--- src/rtl/ccu_pkg.sv ---
package ccu_pkg;

    localparam int OPC_W = 8;

    typedef enum logic [2:0] {
        CLS_RES8  = 3'd0,
        CLS_RES16 = 3'd1,
        CLS_CMP   = 3'd2,
        CLS_DCSET = 3'd3,
        CLS_DCCLR = 3'd4,
        CLS_CARRY = 3'd5
    } op_class_e;

    // Condition slots, in opcode order starting at BR_FIRST
    localparam int COND_ALWAYS = 0;
    localparam int COND_EQ     = 1;
    localparam int COND_NE     = 2;
    localparam int COND_SGT    = 3;
    localparam int COND_SGE    = 4;
    localparam int COND_SLT    = 5;
    localparam int COND_SLE    = 6;
    localparam int COND_UHI    = 7;
    localparam int COND_UHS    = 8;
    localparam int COND_ULO    = 9;
    localparam int COND_ULS    = 10;
    localparam int NUM_COND    = 11;

    localparam logic [OPC_W-1:0] BR_FIRST = 8'h9c;
    localparam logic [OPC_W-1:0] BR_LAST  = BR_FIRST + OPC_W'(NUM_COND - 1);

endpackage

--- src/rtl/ccu_fold.sv ---
module ccu_fold #(
    parameter int DW    = 8,
    parameter int LANES = 2
) (
    input  logic [LANES*DW-1:0] wide_i,
    output logic [DW-1:0]       narrow_o
);

    logic [DW-1:0] part [LANES];

    generate
        for (genvar g = 0; g < LANES; g++) begin : g_lane
            if (g == 0) begin : g_first
                assign part[g] = wide_i[DW-1:0];
            end else begin : g_rest
                assign part[g] = part[g-1] | wide_i[g*DW +: DW];
            end
        end
    endgenerate

    assign narrow_o = part[LANES-1];

endmodule

--- src/rtl/ccu_state.sv ---
module ccu_state
    import ccu_pkg::*;
#(
    parameter int DW = 8,
    localparam int RW = 2 * DW
) (
    input  logic          clk,
    input  logic          rst_n,
    input  logic          upd_i,
    input  logic [2:0]    cls_i,
    input  logic [DW-1:0] opa_i,
    input  logic [DW-1:0] opb_i,
    input  logic [RW-1:0] res_i,
    input  logic          carry_i,
    output logic [DW-1:0] cmp1_q,
    output logic [DW-1:0] cmp2_q,
    output logic          dc_q
);

    typedef struct packed {
        logic [DW-1:0] cmp1;
        logic [DW-1:0] cmp2;
        logic          dc;
    } st_t;

    st_t           st_d, st_q;
    logic [DW-1:0] folded;

    ccu_fold #(.DW(DW), .LANES(2)) i_fold (
        .wide_i   (res_i),
        .narrow_o (folded)
    );

    always_comb begin
        st_d = st_q;
        if (upd_i) begin
            case (cls_i)
                CLS_RES8: begin
                    st_d.cmp1 = res_i[DW-1:0];
                    st_d.cmp2 = '0;
                end
                CLS_RES16: begin
                    st_d.cmp1 = folded;
                    st_d.cmp2 = '0;
                end
                CLS_CMP: begin
                    st_d.cmp1 = opa_i;
                    st_d.cmp2 = opb_i;
                end
                CLS_DCSET: st_d.dc = 1'b1;
                CLS_DCCLR: st_d.dc = 1'b0;
                CLS_CARRY: begin
                    st_d.cmp1 = res_i[DW-1:0];
                    st_d.cmp2 = '0;
                    st_d.dc   = carry_i;
                end
                default: ;
            endcase
        end
    end

    always_ff @(posedge clk or negedge rst_n) begin
        if (!rst_n) st_q <= '0;
        else        st_q <= st_d;
    end

    assign cmp1_q = st_q.cmp1;
    assign cmp2_q = st_q.cmp2;
    assign dc_q   = st_q.dc;

    p_res8_r2: assert property (@(posedge clk) disable iff (!rst_n)
        (upd_i && cls_i == CLS_RES8) |=>
            (cmp1_q == $past(res_i[DW-1:0]) && cmp2_q == '0 && $stable(dc_q)));

    p_res16_r3: assert property (@(posedge clk) disable iff (!rst_n)
        (upd_i && cls_i == CLS_RES16) |=>
            (cmp1_q == ($past(res_i[RW-1:DW]) | $past(res_i[DW-1:0])) && cmp2_q == '0
             && $stable(dc_q)));

    p_cmp_r4: assert property (@(posedge clk) disable iff (!rst_n)
        (upd_i && cls_i == CLS_CMP) |=>
            (cmp1_q == $past(opa_i) && cmp2_q == $past(opb_i) && $stable(dc_q)));

    p_dcset_r5: assert property (@(posedge clk) disable iff (!rst_n)
        (upd_i && cls_i == CLS_DCSET) |=> (dc_q && $stable(cmp1_q) && $stable(cmp2_q)));

    p_dcclr_r5: assert property (@(posedge clk) disable iff (!rst_n)
        (upd_i && cls_i == CLS_DCCLR) |=> (!dc_q && $stable(cmp1_q) && $stable(cmp2_q)));

    p_carry_r6: assert property (@(posedge clk) disable iff (!rst_n)
        (upd_i && cls_i == CLS_CARRY) |=>
            (cmp1_q == $past(res_i[DW-1:0]) && cmp2_q == '0 && dc_q == $past(carry_i)));

    p_hold_r7: assert property (@(posedge clk) disable iff (!rst_n)
        (!upd_i || cls_i > 3'd5) |=>
            ($stable(cmp1_q) && $stable(cmp2_q) && $stable(dc_q)));

endmodule

--- src/rtl/ccu_cond_eval.sv ---
module ccu_cond_eval
    import ccu_pkg::*;
#(
    parameter int DW = 8
) (
    input  logic             clk,
    input  logic             rst_n,
    input  logic [DW-1:0]    cmp1_i,
    input  logic [DW-1:0]    cmp2_i,
    input  logic [OPC_W-1:0] opc_i,
    output logic             taken_o
);

    logic                eq, ult, slt;
    logic [NUM_COND-1:0] cond;
    logic [NUM_COND-1:0] hit;

    always_comb begin
        eq  = (cmp1_i == cmp2_i);
        ult = (cmp1_i < cmp2_i);
        slt = ($signed(cmp1_i) < $signed(cmp2_i));

        cond              = '0;
        cond[COND_ALWAYS] = 1'b1;
        cond[COND_EQ]     = eq;
        cond[COND_NE]     = !eq;
        cond[COND_SGT]    = !slt && !eq;
        cond[COND_SGE]    = !slt;
        cond[COND_SLT]    = slt;
        cond[COND_SLE]    = slt || eq;
        cond[COND_UHI]    = !ult && !eq;
        cond[COND_UHS]    = !ult;
        cond[COND_ULO]    = ult;
        cond[COND_ULS]    = ult || eq;
    end

    generate
        for (genvar g = 0; g < NUM_COND; g++) begin : g_slot
            assign hit[g] = (opc_i == (BR_FIRST + OPC_W'(g))) && cond[g];
        end
    endgenerate

    assign taken_o = |hit;

    p_outside_r12: assert property (@(posedge clk) disable iff (!rst_n)
        (opc_i < BR_FIRST || opc_i > BR_LAST) |-> !taken_o);

    p_always_r8: assert property (@(posedge clk) disable iff (!rst_n)
        (opc_i == BR_FIRST) |-> taken_o);

    p_eqne_r9: assert property (@(posedge clk) disable iff (!rst_n)
        (opc_i == 8'h9d || opc_i == 8'h9e) |->
            (taken_o == ((cmp1_i == cmp2_i) == (opc_i == 8'h9d))));

    p_strict_equal_r10: assert property (@(posedge clk) disable iff (!rst_n)
        ((opc_i == 8'h9f || opc_i == 8'ha1) && cmp1_i == cmp2_i) |-> !taken_o);

    p_loose_equal_r10: assert property (@(posedge clk) disable iff (!rst_n)
        ((opc_i == 8'ha0 || opc_i == 8'ha2) && cmp1_i == cmp2_i) |-> taken_o);

    p_lower_zero_r11: assert property (@(posedge clk) disable iff (!rst_n)
        (opc_i == 8'ha5 && cmp2_i == '0) |-> !taken_o);

    p_hs_zero_r11: assert property (@(posedge clk) disable iff (!rst_n)
        (opc_i == 8'ha4 && cmp2_i == '0) |-> taken_o);

endmodule

--- src/rtl/ccu_top.sv ---
module ccu_top
    import ccu_pkg::*;
#(
    parameter int DW = 8
) (
    input  logic            clk,
    input  logic            rst_n,
    input  logic            upd_i,
    input  logic [2:0]      op_class_i,
    input  logic [DW-1:0]   opa_i,
    input  logic [DW-1:0]   opb_i,
    input  logic [2*DW-1:0] res_i,
    input  logic            carry_i,
    input  logic [7:0]      br_op_i,
    output logic [DW-1:0]   cmp1_o,
    output logic [DW-1:0]   cmp2_o,
    output logic            dc_o,
    output logic            taken_o
);

    logic [DW-1:0] cmp1_q, cmp2_q;
    logic          dc_q;

    ccu_state #(.DW(DW)) i_state (
        .clk     (clk),
        .rst_n   (rst_n),
        .upd_i   (upd_i),
        .cls_i   (op_class_i),
        .opa_i   (opa_i),
        .opb_i   (opb_i),
        .res_i   (res_i),
        .carry_i (carry_i),
        .cmp1_q  (cmp1_q),
        .cmp2_q  (cmp2_q),
        .dc_q    (dc_q)
    );

    ccu_cond_eval #(.DW(DW)) i_eval (
        .clk     (clk),
        .rst_n   (rst_n),
        .cmp1_i  (cmp1_q),
        .cmp2_i  (cmp2_q),
        .opc_i   (br_op_i),
        .taken_o (taken_o)
    );

    assign cmp1_o = cmp1_q;
    assign cmp2_o = cmp2_q;
    assign dc_o   = dc_q;

    p_reset_r1: assert property (@(posedge clk)
        !rst_n |=> (cmp1_o == '0 && cmp2_o == '0 && !dc_o));

endmodule

--- config.mk ---
export PLATFORM = sky130hd
export DESIGN_NAME = ccu_top
export DESIGN_NICKNAME = d
export VERILOG_FILES = /design/src/rtl/ccu_pkg.sv /design/src/rtl/ccu_fold.sv /design/src/rtl/ccu_state.sv /design/src/rtl/ccu_cond_eval.sv /design/src/rtl/ccu_top.sv
export SDC_FILE = /design/constraint.sdc
export NUM_CORES = 1
export LEC_CHECK = 0
export ABC_AREA = 1
export BUFFER_PORTS_ARGS = -buffer_cell sky130_fd_sc_hd__buf_2
export CORE_ASPECT_RATIO = 0.9
export CORE_MARGIN = 2
export CORE_UTILIZATION = 49
export CTS_BUF_LIST = sky130_fd_sc_hd__clkbuf_8
export CTS_CLUSTER_DIAMETER = 80
export DETAILED_ROUTE_END_ITERATION = 7
export PLACE_DENSITY = 0.9
export SYNTH_ARGS = -nofsm -noshare
export SYNTH_HDL_FRONTEND = slang
export SYNTH_HIERARCHICAL = 1
export SYNTH_SLANG_ARGS = --single-unit
--- constraint.sdc ---
create_clock -name clk -period 4.39 [get_ports clk]
set_clock_uncertainty 0.15 [all_clocks]
set_input_delay 0.2195 -clock clk [delete_from_list [all_inputs] [get_ports clk]]
set_output_delay 0.2195 -clock clk [all_outputs]
set_load 0.03 [all_outputs]
==> results of run 1 <==
-- final cells by class --
cell class,instances,area (µm²)
multi-input combinational,171,845
inverter,40,150
clock inverter,1,7.51
fill,262,943
timing repair buffer,65,330
sequential,17,425
tap,40,50.0
clock buffer,3,41.3
-- Yosys cell counts (2+ instances only) --
cell / count
nand2_1: 104
inv_1: 39
dfrtp_1: 17
nand3_1: 17
nor2_1: 9
ha_1: 8
nand2_2: 5
nor3_1: 5
o21ai_2: 4
o21ai_0: 3
o21ai_1: 3
a21oi_1: 2
buf_6: 2
nand3_2: 2
nand4_1: 2
-- power breakdown --
part           internal, mW  switching, mW
Combinational        0.0788          0.142
Sequential            0.175         0.0150
Clock                0.0638         0.0564
-- registers in the layout, indices dropped and copies added (netlist names) --
signal          flops
i_state/cmp1_q      8
i_state/cmp2_q      8
i_state/dc_q        1
-- kinds of logic (layout without fill, tap and decap cells) --
group,after synthesis,after routing
AND/OR/NAND/NOR,150,150
buffers and inverters,43,109
flip-flops,17,17
AO/OA/AOI/OAI,13,13
adder cells (fa/ha/maj),8,8
-- final timing paths --
path,end
setup / recovery,taken_o
hold / removal,i_state/cmp2_q[0]$_DFFE_PN0P_
setup reg to reg,i_state/cmp2_q[2]$_DFFE_PN0P_
hold reg to reg,i_state/dc_q$_DFFE_PN0P_
max in group asynchronous,i_state/cmp1_q[6]$_DFFE_PN0P_
min in group asynchronous,i_state/cmp2_q[5]$_DFFE_PN0P_
-- layer usage --
layer  GRT usage (%)  up-vias
li1                -      844
met1            27.9      684
met2            34.7       34
met3            4.42        0
met4           0.912        0
met5               0        -
-- metrics by stage --
stage,worst slack (ns),utilization (%),instances,hold WS [ns],power [mW]
4_1_cts,2.00,66.2,337,0.0500,0.534
3_3_place_gp,2.36,64.1,332,0.00513,0.408
2_1_floorplan,2.23,-,231,-0.226,0.348
3_5_place_dp,2.28,64.1,332,0.00888,0.414
5_1_grt,1.81,66.2,337,0.0494,0.576
6_report,2.01,66.2,337,0.0536,0.531
-- worst max-delay path: stages, from the launching register on --
cell	delay [ns]
dfrtp_1	0.40
ha_1	0.36
a21o_1	0.18
nor2_2	0.15
nand2_2	0.10
nand2_2	0.09
nand3_2	0.07
nand2_1	0.06
nand2_1	0.04
nor2_1	0.08
nand2_1	0.05
buf_2	0.17
==> flow_summary.ini, run 1 <==
[outcome]
status = completed

[synth]
ys_seq_area_share_pct = 29.2
synth_area_um2 = 1460
synth_top_cell_by_area = dfrtp_1
synth-simple-area-share_pct = 45.4
synth_top_family_by_area = simple AND/OR/NAND/NOR gates
synth_seq_cells = 17
synth_edf_count = 0
synth_cell_types = 24
muxShareOfSynthArea_pct = 0
synth_fa_ha_area_share_pct = 6.87
async_flop_share_pct = 100
synthCells = 231
synth_warnings = 6
syn_avg_cell_area_um2 = 6.30
synth-compound-area-share_pct = 5.67
yosys-top-cells-area = dfrtp_1 29%, nand2_1 27%, inv_1 10%, ha_1 6.9%, nand3_1 5.8%
synth_xor_area_share_pct = 0
synthFlopType = dfrtp_1
yosysTopAreaCellShare_pct = 29.2
postSynthNetCount = 286

[finish]
diodes = 0
layout.nets = 353
syn_to_final_growth_pct = 27.0
mostFrequentLayoutCell = nand2_1
final_cell_mix = 104 x nand2_1, 64 x buf_2, 39 x inv_1
drive_gt1_share_pct = 28.6
final_area_um2 = 1850

[hold_path]
min-delay-start = opb_i[0]
hp-class = in2reg
min_path_cells = 3

[drt]
routed_wl_um = 3120
first_pass_iters = 4
dr_wl_met3_um = 152
routed_via_density = 4.64
drc_errors = 0
routed-via-count = 1562
wl_per_cell_um = 9.27
drtIter0Drc = 48
wl_met2_um = 1500
topRoutingLayerUsed = met3
drt-met1-wl_um = 1470
ant_nets = 0

[clock_tree]
postCtsSetupBuffers = 0
cts-resized-gates = 0
htreeDepth = 1
clock_latency_ns = 0.25
cts_buffer_depth = 2
cts_tree = yes
clockRootBuffer = clkbuf_8
cts_inserted_buffers = 3
cts_hold_buffers = 1
clkSinkCount = 17
path_clk_slew_ns = 0.07

[timing]
slew_headroom_pct = 60.9
hold_viol = 0
period_share_pct = 54.3
setup_viol = 0
slew_violations = 0
fin_crit_ns = 2.38
grt_setup_unrepaired = false
worst-slew-pin-transition_ns = 0.584
fmax_ghz = 0.420
fin_tns_setup_ns = 0

[grt]
grt_max_degree = 26
grt_pass1_vias = 1415
grt_overflow = 0
grt_pass1_wl_um = 5580
antenna_found_initial = 0
grt.total_usage_pct = 20.4

[placed_design]
place.gp.congestion = 0.874
dp_hpwl_um = 2640
port_buffers = 64
dpl-instance-area_um2 = 1790

[floorplan]
dieWidth_um = 61.5
initial_core_util_pct = 52.2
fp-row-count = 18
fp.dieH_um = 55.7
die-area_um2 = 3420
coreArea_um2 = 2790
io-pin-count = 65

[setup_path]
setup.worst_path.start = i_state/cmp1_q[7]$_DFFE_PN0P_
crit_path_end_kind = output pin
cp_max_fo = 4
rrSetupSlack_ns = 3.54
rr_startpoint = i_state/cmp2_q[2]$_DFFE_PN0P_
critPathArrivalTime_ns = 2.01
crit_required_ns = 4.02
reg2reg_depth = 2
path_class = reg2out
start_kind = flip-flop

[pwr]
max-vdd-ir-drop_v = 0.000278
p_per_area_nw_per_um2 = 287
total_leakage_power_nw = 1.11

[run]
maxCapViolations = 0
No activity file was read; power rests on OpenSTA's default activity.
==> run 2: changes to the inputs <==
clock period = 2.2 ns   (was 4.39 ns; I/O delays follow)
==> flow_summary.ini, run 2 (same netlist as run 1, synthesis figures left out) <==
[drt]
wl_per_cell_um = 10.7
routed_wl_um = 3790
first_pass_iters = 4
routed_via_density = 4.78
drtIter0Drc = 63
drc_errors = 0
routed-via-count = 1688
ant_nets = 0

[timing]
fin_ws_ns = 0.0142
grt_setup_unrepaired = true
finalHoldWorstSlack_ns = 0.0198
setup_viol = 0
period_share_pct = 99.4
fmax_ghz = 0.457
hold_viol = 0
worst-slew-pin-transition_ns = 0.613
fin_crit_ns = 2.19
slew_headroom_pct = 59.0
slew_violations = 0

[pwr]
report.power.total_mw = 1.19
p_per_area_nw_per_um2 = 569
total_leakage_power_nw = 1.21
max-vdd-ir-drop_v = 0.000444

[clock_tree]
clock_latency_ns = 0.25
clkSinkCount = 17
htreeDepth = 1
cts_buffer_depth = 2
path_clk_slew_ns = 0.07
cts_tree = yes
cts_inserted_buffers = 3
clockRootBuffer = clkbuf_8

[setup_path]
rr_startpoint = i_state/cmp2_q[5]$_DFFE_PN0P_
cp_max_fo = 5
critPathArrivalTime_ns = 1.93
start_kind = flip-flop
cp_num_buf_inv = 2
crit_path_end_kind = output pin
setup.worst_path.start = i_state/cmp1_q[7]$_DFFE_PN0P_
path_class = reg2out
crit_slowest_cell = dfrtp_1
crit_required_ns = 1.94
cp_common_cell = nand2_1
crit_family = simple AND/OR/NAND/NOR gates
slowest_delay_ns = 0.42
path_cells = ha_4, nand2_2, nor2_4, nand2_2, nand2_1, o21ai_1, nand2_1, nand2_1, inv_1, nand2_1, nor2_1, nand2_1, buf_6

[floorplan]
coreArea_um2 = 2790
initial_core_util_pct = 52.2
fp-row-count = 18
io-pin-count = 65
die-area_um2 = 3420
fp.dieH_um = 55.7
dieWidth_um = 61.5

[placed_design]
dp_hpwl_um = 2650
place.gp.congestion = 0.874
dpl_worst_slack_ns = 0.246
port_buffers = 64

[grt]
grt.total_usage_pct = 22.2
antenna_found_initial = 0
grt_overflow = 0
grt_max_degree = 26
grt_pass1_wl_um = 6070
grt_pass1_vias = 1515

[finish]
seq_area_um2 = 425
final_cell_mix = 101 x nand2_1, 63 x buf_2, 37 x inv_1
drive_gt1_share_pct = 33.5
diodes = 0
syn_to_final_growth_pct = 43.6
layout.nets = 369
mostFrequentLayoutCell = nand2_1
nFillCells = 224
multi_input_area_um2 = 937

[outcome]
status = completed

[hold_path]
hp-class = in2reg
min-delay-start = opa_i[3]

[run]
maxCapViolations = 0
run 2: cell count changes in the layout (fill, tap and decap cells not counted), moves of 2 or more:
cell           before  now
dlygate4sd3_1       1   10
buf_4               0    7
ha_1                8    4
ha_4                0    4
nand2_1           104  101
nand2_4             0    3
a21oi_1             2    0
a21oi_2             0    2
inv_1              39   37
inv_2               1    3
run 2: per-stage QoR:
step	utilization (%)	instance area [µm²]	cells	setup TNS (ns)
floorplan	-	1460	231	0
detailed placement	64.1	1790	332	0
finish	74.9	2090	353	0
global placement	64.1	1790	332	0
global route	74.9	2090	353	-0.144
CTS	70.9	1980	349	0
run 2: where the power goes:
part           switching, mW  internal [mW]
Sequential            0.0361          0.349
Clock                  0.110          0.127
Combinational          0.341          0.225
run 2: repair_timing:
item | in CTS | in global routing
pin swaps | 5 | 10
setup endpoints to repair | 1 | 1
setup buffers | 3 | 4
gates resized for setup | 3 | 16
endpoints found under the hold margin | 26 | 0
hold buffers | 10 | 0
run 2: tightest hold or removal path: cells and delay by family:
kind                   cells  cell delay (ns)
buffers and inverters      1             0.07
AND/OR/NAND/NOR            4             0.21
run 2: path summary, 6_finish.rpt:
check	end	slack [ns]	cells past startpoint
setup / recovery	taken_o	0.01	13
hold / removal	i_state/cmp1_q[3]$_DFFE_PN0P_	0.02	5
setup reg to reg	i_state/cmp2_q[5]$_DFFE_PN0P_	1.17	4
hold reg to reg	i_state/dc_q$_DFFE_PN0P_	0.36	2
max in group asynchronous	i_state/cmp1_q[6]$_DFFE_PN0P_	1.46	2
min in group asynchronous	i_state/cmp1_q[5]$_DFFE_PN0P_	0.16	2
run 2: per-layer routing:
metal  up-vias  share of wire (%)  global-route usage, %
li1        882                  -                      -
met1       758                 43                   28.2
met2        44                 51                   39.4
met3         4                5.2                   4.88
met4         0               0.66                   1.82
met5         -                  0                      0
run 2: layout make-up:
class / instances / share of cell area (%)
Clock buffer: 3 / 1.97
Clock inverter: 1 / 0.359
Inverter: 40 / 7.18
Multi-Input combinational cell: 171 / 44.8
Sequential cell: 17 / 20.3
Tap cell: 40 / 2.39
Timing Repair Buffer: 81 / 22.9
